`src/rtl/acc_alu_pkg.sv`:
```
package acc_alu_pkg;

  typedef enum logic [3:0] {
    OP_ADD  = 4'd0,
    OP_ADC  = 4'd1,
    OP_SUB  = 4'd2,
    OP_SBB  = 4'd3,
    OP_INC  = 4'd4,
    OP_DEC  = 4'd5,
    OP_AND  = 4'd6,
    OP_OR   = 4'd7,
    OP_XOR  = 4'd8,
    OP_CPL  = 4'd9,
    OP_ROLW = 4'd10,
    OP_RORW = 4'd11,
    OP_ROLC = 4'd12,
    OP_RORC = 4'd13,
    OP_RSV0 = 4'd14,
    OP_RSV1 = 4'd15
  } alu_op_e;

  localparam int FLAG_W  = 8;
  localparam int FB_SIGN = 7;
  localparam int FB_ZERO = 6;
  localparam int FB_HALF = 4;
  localparam int FB_PAR  = 2;
  localparam int FB_CY   = 0;
  localparam logic [FLAG_W-1:0] FLAG_LIVE =
    (8'd1 << FB_SIGN) | (8'd1 << FB_ZERO) | (8'd1 << FB_HALF) |
    (8'd1 << FB_PAR)  | (8'd1 << FB_CY);

  function automatic logic is_arith(alu_op_e o);
    return o inside {OP_ADD, OP_ADC, OP_SUB, OP_SBB, OP_INC, OP_DEC};
  endfunction

  function automatic logic is_logic(alu_op_e o);
    return o inside {OP_AND, OP_OR, OP_XOR, OP_CPL};
  endfunction

  function automatic logic is_rotate(alu_op_e o);
    return o inside {OP_ROLW, OP_RORW, OP_ROLC, OP_RORC};
  endfunction

endpackage

```
`src/rtl/alu_arith.sv`:
```
module alu_arith
  import acc_alu_pkg::*;
#(
  parameter int W = 8
) (
  input  alu_op_e        op,
  input  logic [W-1:0]   a,
  input  logic [W-1:0]   b,
  input  logic           cin,
  output logic [W-1:0]   res,
  output logic           cy,
  output logic           ac
);
  localparam int HALF = W / 2;

  function automatic logic [W:0] add_w(logic [W-1:0] x, logic [W-1:0] y, logic c);
    return {1'b0, x} + {1'b0, y} + {{W{1'b0}}, c};
  endfunction

  function automatic logic [W:0] sub_w(logic [W-1:0] x, logic [W-1:0] y, logic c);
    return {1'b0, x} - {1'b0, y} - {{W{1'b0}}, c};
  endfunction

  function automatic logic [HALF:0] add_h(logic [HALF-1:0] x, logic [HALF-1:0] y, logic c);
    return {1'b0, x} + {1'b0, y} + {{HALF{1'b0}}, c};
  endfunction

  function automatic logic [HALF:0] sub_h(logic [HALF-1:0] x, logic [HALF-1:0] y, logic c);
    return {1'b0, x} - {1'b0, y} - {{HALF{1'b0}}, c};
  endfunction

  logic [W-1:0] rhs;
  logic         c_eff;
  logic         do_sub;
  logic [W:0]   full;
  logic [HALF:0] low;

  always_comb begin
    rhs    = b;
    c_eff  = 1'b0;
    do_sub = 1'b0;
    unique case (op)
      OP_ADC:  c_eff = cin;
      OP_SUB:  do_sub = 1'b1;
      OP_SBB:  begin do_sub = 1'b1; c_eff = cin; end
      OP_INC:  rhs = {{(W-1){1'b0}}, 1'b1};
      OP_DEC:  begin rhs = {{(W-1){1'b0}}, 1'b1}; do_sub = 1'b1; end
      default: ;
    endcase
    full = do_sub ? sub_w(a, rhs, c_eff) : add_w(a, rhs, c_eff);
    low  = do_sub ? sub_h(a[HALF-1:0], rhs[HALF-1:0], c_eff)
                  : add_h(a[HALF-1:0], rhs[HALF-1:0], c_eff);
    res  = full[W-1:0];
    cy   = full[W];
    ac   = low[HALF];
  end
endmodule

```
`src/rtl/alu_logic.sv`:
```
module alu_logic
  import acc_alu_pkg::*;
#(
  parameter int W = 8
) (
  input  alu_op_e      op,
  input  logic [W-1:0] a,
  input  logic [W-1:0] b,
  output logic [W-1:0] res
);
  always_comb begin
    unique case (op)
      OP_AND:  res = a & b;
      OP_OR:   res = a | b;
      OP_XOR:  res = a ^ b;
      default: res = ~a;
    endcase
  end
endmodule

```
`src/rtl/alu_rotate.sv`:
```
module alu_rotate
  import acc_alu_pkg::*;
#(
  parameter int W = 8
) (
  input  alu_op_e      op,
  input  logic [W-1:0] a,
  input  logic         cin,
  output logic [W-1:0] res,
  output logic         cy
);
  logic go_left;
  logic thru_cy;
  logic fill;

  always_comb begin
    go_left = (op == OP_ROLW) || (op == OP_ROLC);
    thru_cy = (op == OP_ROLC) || (op == OP_RORC);
    if (go_left) begin
      cy   = a[W-1];
      fill = thru_cy ? cin : a[W-1];
      res  = {a[W-2:0], fill};
    end else begin
      cy   = a[0];
      fill = thru_cy ? cin : a[0];
      res  = {fill, a[W-1:1]};
    end
  end
endmodule

```
`src/rtl/acc_alu.sv`:
```
module acc_alu
  import acc_alu_pkg::*;
#(
  parameter int W = 8
) (
  input  logic              clk,
  input  logic              rst_n,
  input  logic              op_valid,
  input  logic [3:0]        op_code,
  input  logic [W-1:0]      acc_in,
  input  logic [W-1:0]      opnd_in,
  input  logic [FLAG_W-1:0] flags_in,
  output logic [W-1:0]      res_out,
  output logic [FLAG_W-1:0] flags_out,
  output logic              res_we
);
  function automatic logic even_ones(logic [W-1:0] v);
    return ~(^v);
  endfunction

  // capture stage: accumulator copy, temporary operand register, flags
  logic              st_valid;
  alu_op_e           st_op;
  logic [W-1:0]      st_acc;
  logic [W-1:0]      st_tmp;
  logic [FLAG_W-1:0] st_flags;

  always_ff @(posedge clk) begin
    if (!rst_n) begin
      st_valid <= 1'b0;
      st_op    <= OP_ADD;
      st_acc   <= '0;
      st_tmp   <= '0;
      st_flags <= '0;
    end else begin
      st_valid <= op_valid;
      if (op_valid) begin
        st_op    <= alu_op_e'(op_code);
        st_acc   <= acc_in;
        st_tmp   <= opnd_in;
        st_flags <= flags_in;
      end
    end
  end

  logic         cy_old;
  logic [W-1:0] ar_res, lg_res, rt_res;
  logic         ar_cy, ar_ac, rt_cy;

  assign cy_old = st_flags[FB_CY];

  alu_arith #(.W(W)) u_arith (
    .op(st_op), .a(st_acc), .b(st_tmp), .cin(cy_old),
    .res(ar_res), .cy(ar_cy), .ac(ar_ac)
  );

  alu_logic #(.W(W)) u_logic (
    .op(st_op), .a(st_acc), .b(st_tmp), .res(lg_res)
  );

  alu_rotate #(.W(W)) u_rot (
    .op(st_op), .a(st_acc), .cin(cy_old), .res(rt_res), .cy(rt_cy)
  );

  // named decode events
  logic op_legal, upd_szp, upd_ac, upd_cy;
  logic grp_ar, grp_lg, grp_rt, is_cpl, keeps_cy;
  logic [W-1:0] sel_res;
  logic         sel_cy, sel_ac;

  always_comb begin
    grp_ar   = is_arith(st_op);
    grp_lg   = is_logic(st_op);
    grp_rt   = is_rotate(st_op);
    is_cpl   = (st_op == OP_CPL);
    keeps_cy = (st_op == OP_INC) || (st_op == OP_DEC);
    op_legal = grp_ar || grp_lg || grp_rt;
    upd_szp  = grp_ar || (grp_lg && !is_cpl);
    upd_ac   = upd_szp;
    upd_cy   = (grp_ar && !keeps_cy) || (grp_lg && !is_cpl) || grp_rt;
    if (grp_ar) begin
      sel_res = ar_res; sel_cy = ar_cy; sel_ac = ar_ac;
    end else if (grp_rt) begin
      sel_res = rt_res; sel_cy = rt_cy; sel_ac = 1'b0;
    end else begin
      sel_res = lg_res; sel_cy = 1'b0;  sel_ac = 1'b0;
    end
  end

  always_comb begin
    res_we    = st_valid && op_legal;
    res_out   = '0;
    flags_out = '0;
    if (res_we) begin
      res_out   = sel_res;
      flags_out = st_flags & FLAG_LIVE;
      if (upd_szp) begin
        flags_out[FB_SIGN] = sel_res[W-1];
        flags_out[FB_ZERO] = (sel_res == '0);
        flags_out[FB_PAR]  = even_ones(sel_res);
      end
      if (upd_ac) flags_out[FB_HALF] = sel_ac;
      if (upd_cy) flags_out[FB_CY]   = sel_cy;
    end
  end
endmodule

```
`config.mk`:
```
export PLATFORM = sky130hd
export DESIGN_NAME = acc_alu
export DESIGN_NICKNAME = d
export VERILOG_FILES = /design/src/rtl/acc_alu_pkg.sv /design/src/rtl/alu_arith.sv /design/src/rtl/alu_logic.sv /design/src/rtl/alu_rotate.sv /design/src/rtl/acc_alu.sv
export SDC_FILE = /design/constraint.sdc
export NUM_CORES = 1
export LEC_CHECK = 0
export CORE_ASPECT_RATIO = 1.1
export CORE_MARGIN = 4
export CORE_UTILIZATION = 33
export CTS_CLUSTER_DIAMETER = 120
export DETAILED_ROUTE_END_ITERATION = 8
export MAX_ROUTING_LAYER = met4
export PLACE_DENSITY = 0.49
export SLEW_MARGIN = 5
export SYNTH_ARGS = -nofsm -noshare
export SYNTH_HDL_FRONTEND = slang
export SYNTH_SLANG_ARGS = --single-unit
```
`constraint.sdc`:
```
create_clock -name clk -period 6.8 [get_ports clk]
set_clock_uncertainty 0.15 [all_clocks]
set_input_delay 1.7 -clock clk [delete_from_list [all_inputs] [get_ports clk]]
set_output_delay 1.7 -clock clk [all_outputs]
set_load 0.01 [all_outputs]
```
## Word-level counts from Yosys, hierarchy flattened

Index checks and enable logic that the tools add are counted.
W data, S select, Z words.

- Output and inout bits: 17
- Logic and storage cells: 74
- Bits in registers: 29
- Bits of input ports: 31

- Reductions and logical operators: 22
- Multiplexer cells: 21
- Add/subtract/negate cells: 8
- Bitwise gates (word level): 5
- Equality and inequality tests: 13

Operator list:

| operator | number |
|---|---|
| $mux W8 | 6 |
| $eq A4 B4 Y1 const B | 6 |
| $pmux W8 S3 | 1 |
| $eq A4 B3 Y1 const B | 4 |
| $mux W1 | 11 |
| $add A8 B8 Y9 | 1 |
| $add A9 B1 Y9 | 1 |
| $mux W9 | 1 |
| $sub A8 B8 Y9 | 1 |
| $sub A9 B1 Y9 | 1 |
| $and A8 B8 Y8 | 1 |
| $eq A4 B2 Y1 const B | 2 |
| $logic_not A8 Y1 | 1 |
| $logic_or A1 B1 Y1 | 8 |
| $not A8 Y8 | 1 |
| $or A8 B8 Y8 | 1 |
| $reduce_bool A4 Y1 | 2 |
| $reduce_xor A8 Y1 | 1 |
| $xor A8 B8 Y8 | 1 |
| $reduce_bool A6 Y1 | 1 |
| $add A4 B4 Y5 | 1 |
| $add A5 B1 Y5 | 1 |
| $mux W5 | 1 |
| $sub A4 B4 Y5 | 1 |
| other kinds (9) | 13 |

## Depth between registers and ports, before layout

- Word-level depth: 11
- Gate-level depth with buffers: 18
- Mapped depth without buffers: 16

## By module

Synthesis repeated with hierarchy kept, for this count alone.

- Cells, all modules: 431
- Area, all modules: 3558.4 um2

By module, submodules not included:

| module | cells each | area an instance (um2) | times used |
|---|---|---|---|
| acc_alu | 207 | 1736.7 | 1 |
| alu_arith | 135 | 1077.3 | 1 |
| alu_logic | 75 | 593.1 | 1 |
| alu_rotate | 14 | 151.4 | 1 |

## Least setup slack after synthesis

Ideal clock, no wire load.

- Kind: flip-flop to output port
- Start point: register st_op[3]
- End point: output port flags_out[2]
- Buffers on the path: 3
- Required time: 4.950 ns
- Path slack: 1.254 ns
- Arrival time: 3.696 ns
- Cell stages (with the launch flop): 18
- Cell sequence: dfxtp_1 > buf_6 > clkbuf_8 > clkbuf_8 > o21ai_0 > inv_1 > fa_1 > fa_1 > o21bai_1 > a21oi_1 > o31ai_2 > xnor2_1 > a221o_1 > ha_1 > xnor2_1 > xnor2_1 > nand2_1 > a21oi_1

- Cells in the longest elaborated chain, start to end: 11

RTL lines:

| element | RTL line | RTL |
|---|---|---|
| start: declaration | acc_alu.sv:23 | `alu_op_e st_op;` |
| start signal: assignment | acc_alu.sv:38 | `st_op <= alu_op_e'(op_code);` |
| $eq A4 B3 Y1 | acc_alu_pkg.sv:33, alu_arith.sv:42 |  |
| $reduce_or A2 Y1 (no source line) | - |  |
| $mux W8 | alu_arith.sv:42 | `unique case (op)` |
| $add A8 B8 Y9 / $sub A8 B8 Y9 (equally long branches) | alu_arith.sv:17, alu_arith.sv:21 |  |
| $add A9 B1 Y9 / $sub A9 B1 Y9 (equally long branches) | alu_arith.sv:17, alu_arith.sv:21 |  |
| $mux W9 | alu_arith.sv:50 | `full = do_sub ? sub_w(a, rhs, c_eff) : add_w(a, rhs, c_eff);` |
| $mux W8 | acc_alu.sv:81 | `if (grp_ar) begin` |
| $reduce_xor A8 Y1 | acc_alu.sv:18 | `return ~(^v);` |
| $not A1 Y1 | acc_alu.sv:18 |  |
| $mux W1 | acc_alu.sv:97 | `if (upd_szp) begin` |
| $mux W8 (*) | acc_alu.sv:94 | `if (res_we) begin` |
| end: declaration | acc_alu.sv:14 | `output logic [FLAG_W-1:0] flags_out,` |

Every way passes the cells marked *; elsewhere a longest branch is shown, timed or not.

## Final worst setup path

- Start point: register st_op[1]
- End point: output port flags_out[2]

Same word-level chain as after synthesis.

==> metrics.txt <==
RSZ-0062 raised after global routing=false; initial core utilization=34.4%; Post-Synthesis Cells=388; Max IR drop VDD=0.0000770 V; GRT Util Overall=15.7%; slew margin rel.=41.8%; critical path fanouts, max=6; Gate power share=48.0%; crit path to=flags_out[2]; Cell variety after synth=68; Synth Area per Inst=8.40 um^2; Seq pwr share=29.5%; Worst-Margin Slew=0.870 ns; M3 GR Usage=1.31%; initial antenna violation count=0; buffer and inverter count on the worst path=2; TritonRoute pass-1 iters=4; Critical Path, Cell by Cell=nand2b_1 > o21ai_0 > inv_1 > ha_1 > nor3b_1 > nor3_2 > o21bai_1 > a21oi_1 > xnor2_1 > a221o_1 > ha_1 > xnor2_1 > xnor2_1 > nand2_1 > a21oi_1 > clkdlybuf4s50_1; Internal=0.378 mW; WL per Instance=16.1 um; R2R depth=3; Post-synth EDFFs=0; Vias/cell=5.14; # IOs=48; filler cell count=978; first-pass GRT wire length=14300 um; maxcap violations=0; DRC Markers=0; Max Fclk=155 MHz; Worst path max stage delay=0.66 ns; leakage=1.64 nW; Nets=502; Die X=103 um; sequential element share of the synthesized area=16.0%; Vias=2788; post-route ant nets=0; Worst EP required=4.95 ns; crit path time final=6.46 ns; Max H-tree Level=1; largest net degree at the start of global routing=27; final max-slew violation count=0; Layout area overhead=16.6%; Antenna Cells=0; TritonCTS clock tree=built; worst reg2reg setup slack=5.64 ns; P per Cell Area=156 nW/um^2; Critical R2R Launch=st_op[3]; period utilization=95.0%; critical path startpoint category=register; final WL=8740 um; critical path endpoint category=output port; status=finished clean; total number of yosys warnings=0; M1 GR Usage=22.4%; most frequent CP cell=xnor2_1; net switching power=0.214 mW; GRT Max-Usage Layer=met2; HPWL after detailed placement=6930 um; core area=9490 um^2; DR iter-0 viols=250; Die Ht=112 um; synthesized cell area=3260 um^2; maximum clock path buffer count=2; CTS sink count=26; setup TNS=0 ns; Die ar.=11500 um^2; Primary FF master, synth=dfxtp_1; Hold Crit Class=reg2reg; Slowest-stage cell, CP=o21ai_0; Setup-failing EPs final=0; final RePlAce weighted congestion=0.910; Root Driver=clkbuf_8; delay-heaviest family, CP=compound AO/OA/AOI/OAI gates; num rows=37; final worst slack=0.341 ns; Final Hold Vio Count=0; Worst path depth=16; grt total ovfl=0; post-synthesis register bit count=26; Sw Ratio=36.2%; Clk pwr share=22.5%; Placement Setup Slack=0.455 ns; vias in the first global route=2730; PortBufs=41; clk slew on worst S/H paths=0.10 ns; share of layout cells above drive strength 1=9.18%; met2 GRT Util=24.2%; Worst Setup SP=st_op[1]; later-pin clock latency in the skew report=0.27 ns; CTS buffer count=3; critical path type=reg2out; asr flop ratio synth=0%; Arrival @ worst endpoint=4.61 ns; R2R Path End=st_op[3]; # hold bufs at CTS=0
[layout by cell type (no fill, tap or decap), types with 3 or more instances in the layout]
cell type / Yosys / final
nor3_1: 5 / 5
nor2b_1: 27 / 27
nand2_1: 14 / 14
a211o_1: 3 / 3
o21bai_1: 3 / 3
o31ai_1: 3 / 3
buf_4: 3 / 10
mux2i_1: 37 / 37
clkdlybuf4s50_1: 0 / 41
xnor2_1: 15 / 15
a221o_1: 5 / 5
conb_1: 1 / 3
a211oi_1: 3 / 3
nand3b_1: 3 / 3
a32oi_1: 4 / 4
dfxtp_1: 26 / 25
fa_1: 4 / 4
clkbuf_8: 6 / 3
ha_1: 41 / 41
a21o_1: 3 / 3
inv_1: 33 / 33
nor2_1: 34 / 33
a21oi_1: 23 / 23
o22ai_1: 5 / 5
o211ai_1: 3 / 3
o21ai_0: 14 / 13
nand2b_1: 4 / 4
a22oi_1: 5 / 5
[cell type report]
class | count | area [um^2] | area share (%)
multi-input combinational | 309 | 2450 | 64.3
sequential | 26 | 522 | 13.7
timing repair buffer | 51 | 485 | 12.8
tap | 117 | 146 | 3.85
inverter | 35 | 131 | 3.46
clock buffer | 3 | 41.3 | 1.09
clock inverter | 1 | 30.0 | 0.790
[stage by stage]
stage               power (mW)  hold slack, ns  cell area, um^2  cells  utilization [%]
global route             0.639           0.401             3800    542             40.1
floorplan                0.382           0.332             3270    390                -
CTS                      0.598           0.385             3780    541             39.9
detailed placement       0.459           0.357             3710    537             39.1
global placement         0.459           0.352             3710    537             39.1
finish                   0.592           0.382             3800    542             40.1
[cell families (layout without fill, tap and decap cells)]
kind of cell	Yosys count	count (layout)	share of synthesized area [%]
other	1	3	0.115
adder cells (fa/ha/maj)	45	45	18.2
XOR/XNOR	17	17	4.57
AO/OA/AOI/OAI	94	94	20.8
AND/OR/NAND/NOR	111	111	18.7
flip-flops	26	26	16.0
multiplexers	39	39	12.0
buffers and inverters	55	90	9.59
[metal layers]
layer  share of wire [%]  up-vias
li1                    -     1437
met1                  50     1284
met2                  46       63
met3                 4.0        4
met4                0.71        0
met5                   0        -
[worst min-delay path, cell delays in order, from the launching register on]
cell and delay (ns):
dfxtp_1 0.34, mux2i_1 0.07, nor2b_1 0.09
[what timing repair did]
item / CTS / global route
setup endpoints to repair: 0 / 1
gates resized for setup: 0 / 5
setup buffers: 0 / 1
[worst min-delay path by stage]
stage / from / to / slack, ns / cells past startpoint
CTS: st_flags[2] / st_flags[2] / 0.39 / 2
floorplan: st_flags[2] / st_flags[2] / 0.33 / 2
global placement: st_flags[4] / st_flags[4] / 0.35 / 2
finish: st_flags[2] / st_flags[2] / 0.38 / 2
global route: st_flags[6] / st_flags[6] / 0.40 / 2
detailed placement: st_flags[2] / st_flags[2] / 0.36 / 2
[power by group through the flow]
stage | Sequential, mW | Combinational, mW | Clock (mW)
floorplan | 0.173 | 0.209 | 0
global placement | 0.177 | 0.281 | 0
detailed placement | 0.178 | 0.282 | 0
CTS | 0.174 | 0.284 | 0.140
global route | 0.176 | 0.321 | 0.142
finish | 0.174 | 0.284 | 0.133
[flip-flops by register name, indices dropped and copies added, names as in the netlist]
register / count
st_tmp: 8
st_acc: 8
st_valid: 1
st_op: 4
st_flags: 5
[synth_stat cells (all sizes together) (3+ instances only)]
| cell | number | area share, % |
|---|---|---|
| nand2b | 4 | 0.77 |
| nand3b | 4 | 1.3 |
| a221oi | 3 | 1.0 |
| ha | 41 | 16 |
| xnor2 | 15 | 4.0 |
| or2 | 3 | 0.65 |
| o211ai | 3 | 0.69 |
| a21oi | 25 | 4.3 |
| mux2i | 37 | 11 |
| o21bai | 3 | 0.69 |
| nor2b | 28 | 5.4 |
| inv | 35 | 4.0 |
| nor2 | 34 | 3.9 |
| a21o | 4 | 0.96 |
| nand2 | 15 | 1.8 |
| a211oi | 4 | 1.1 |
| a211o | 3 | 0.81 |
| fa | 4 | 2.5 |
| a221o | 5 | 1.5 |
| o31ai | 4 | 1.1 |
| a32oi | 4 | 1.1 |
| o21ai | 15 | 2.3 |
| nor3 | 6 | 1.1 |
| a22oi | 5 | 1.2 |
| buf | 11 | 2.7 |
| o22ai | 6 | 1.3 |
| clkbuf | 9 | 2.9 |
| dfxtp | 26 | 16 |
Note: power is estimated with default switching activity, not from simulation.
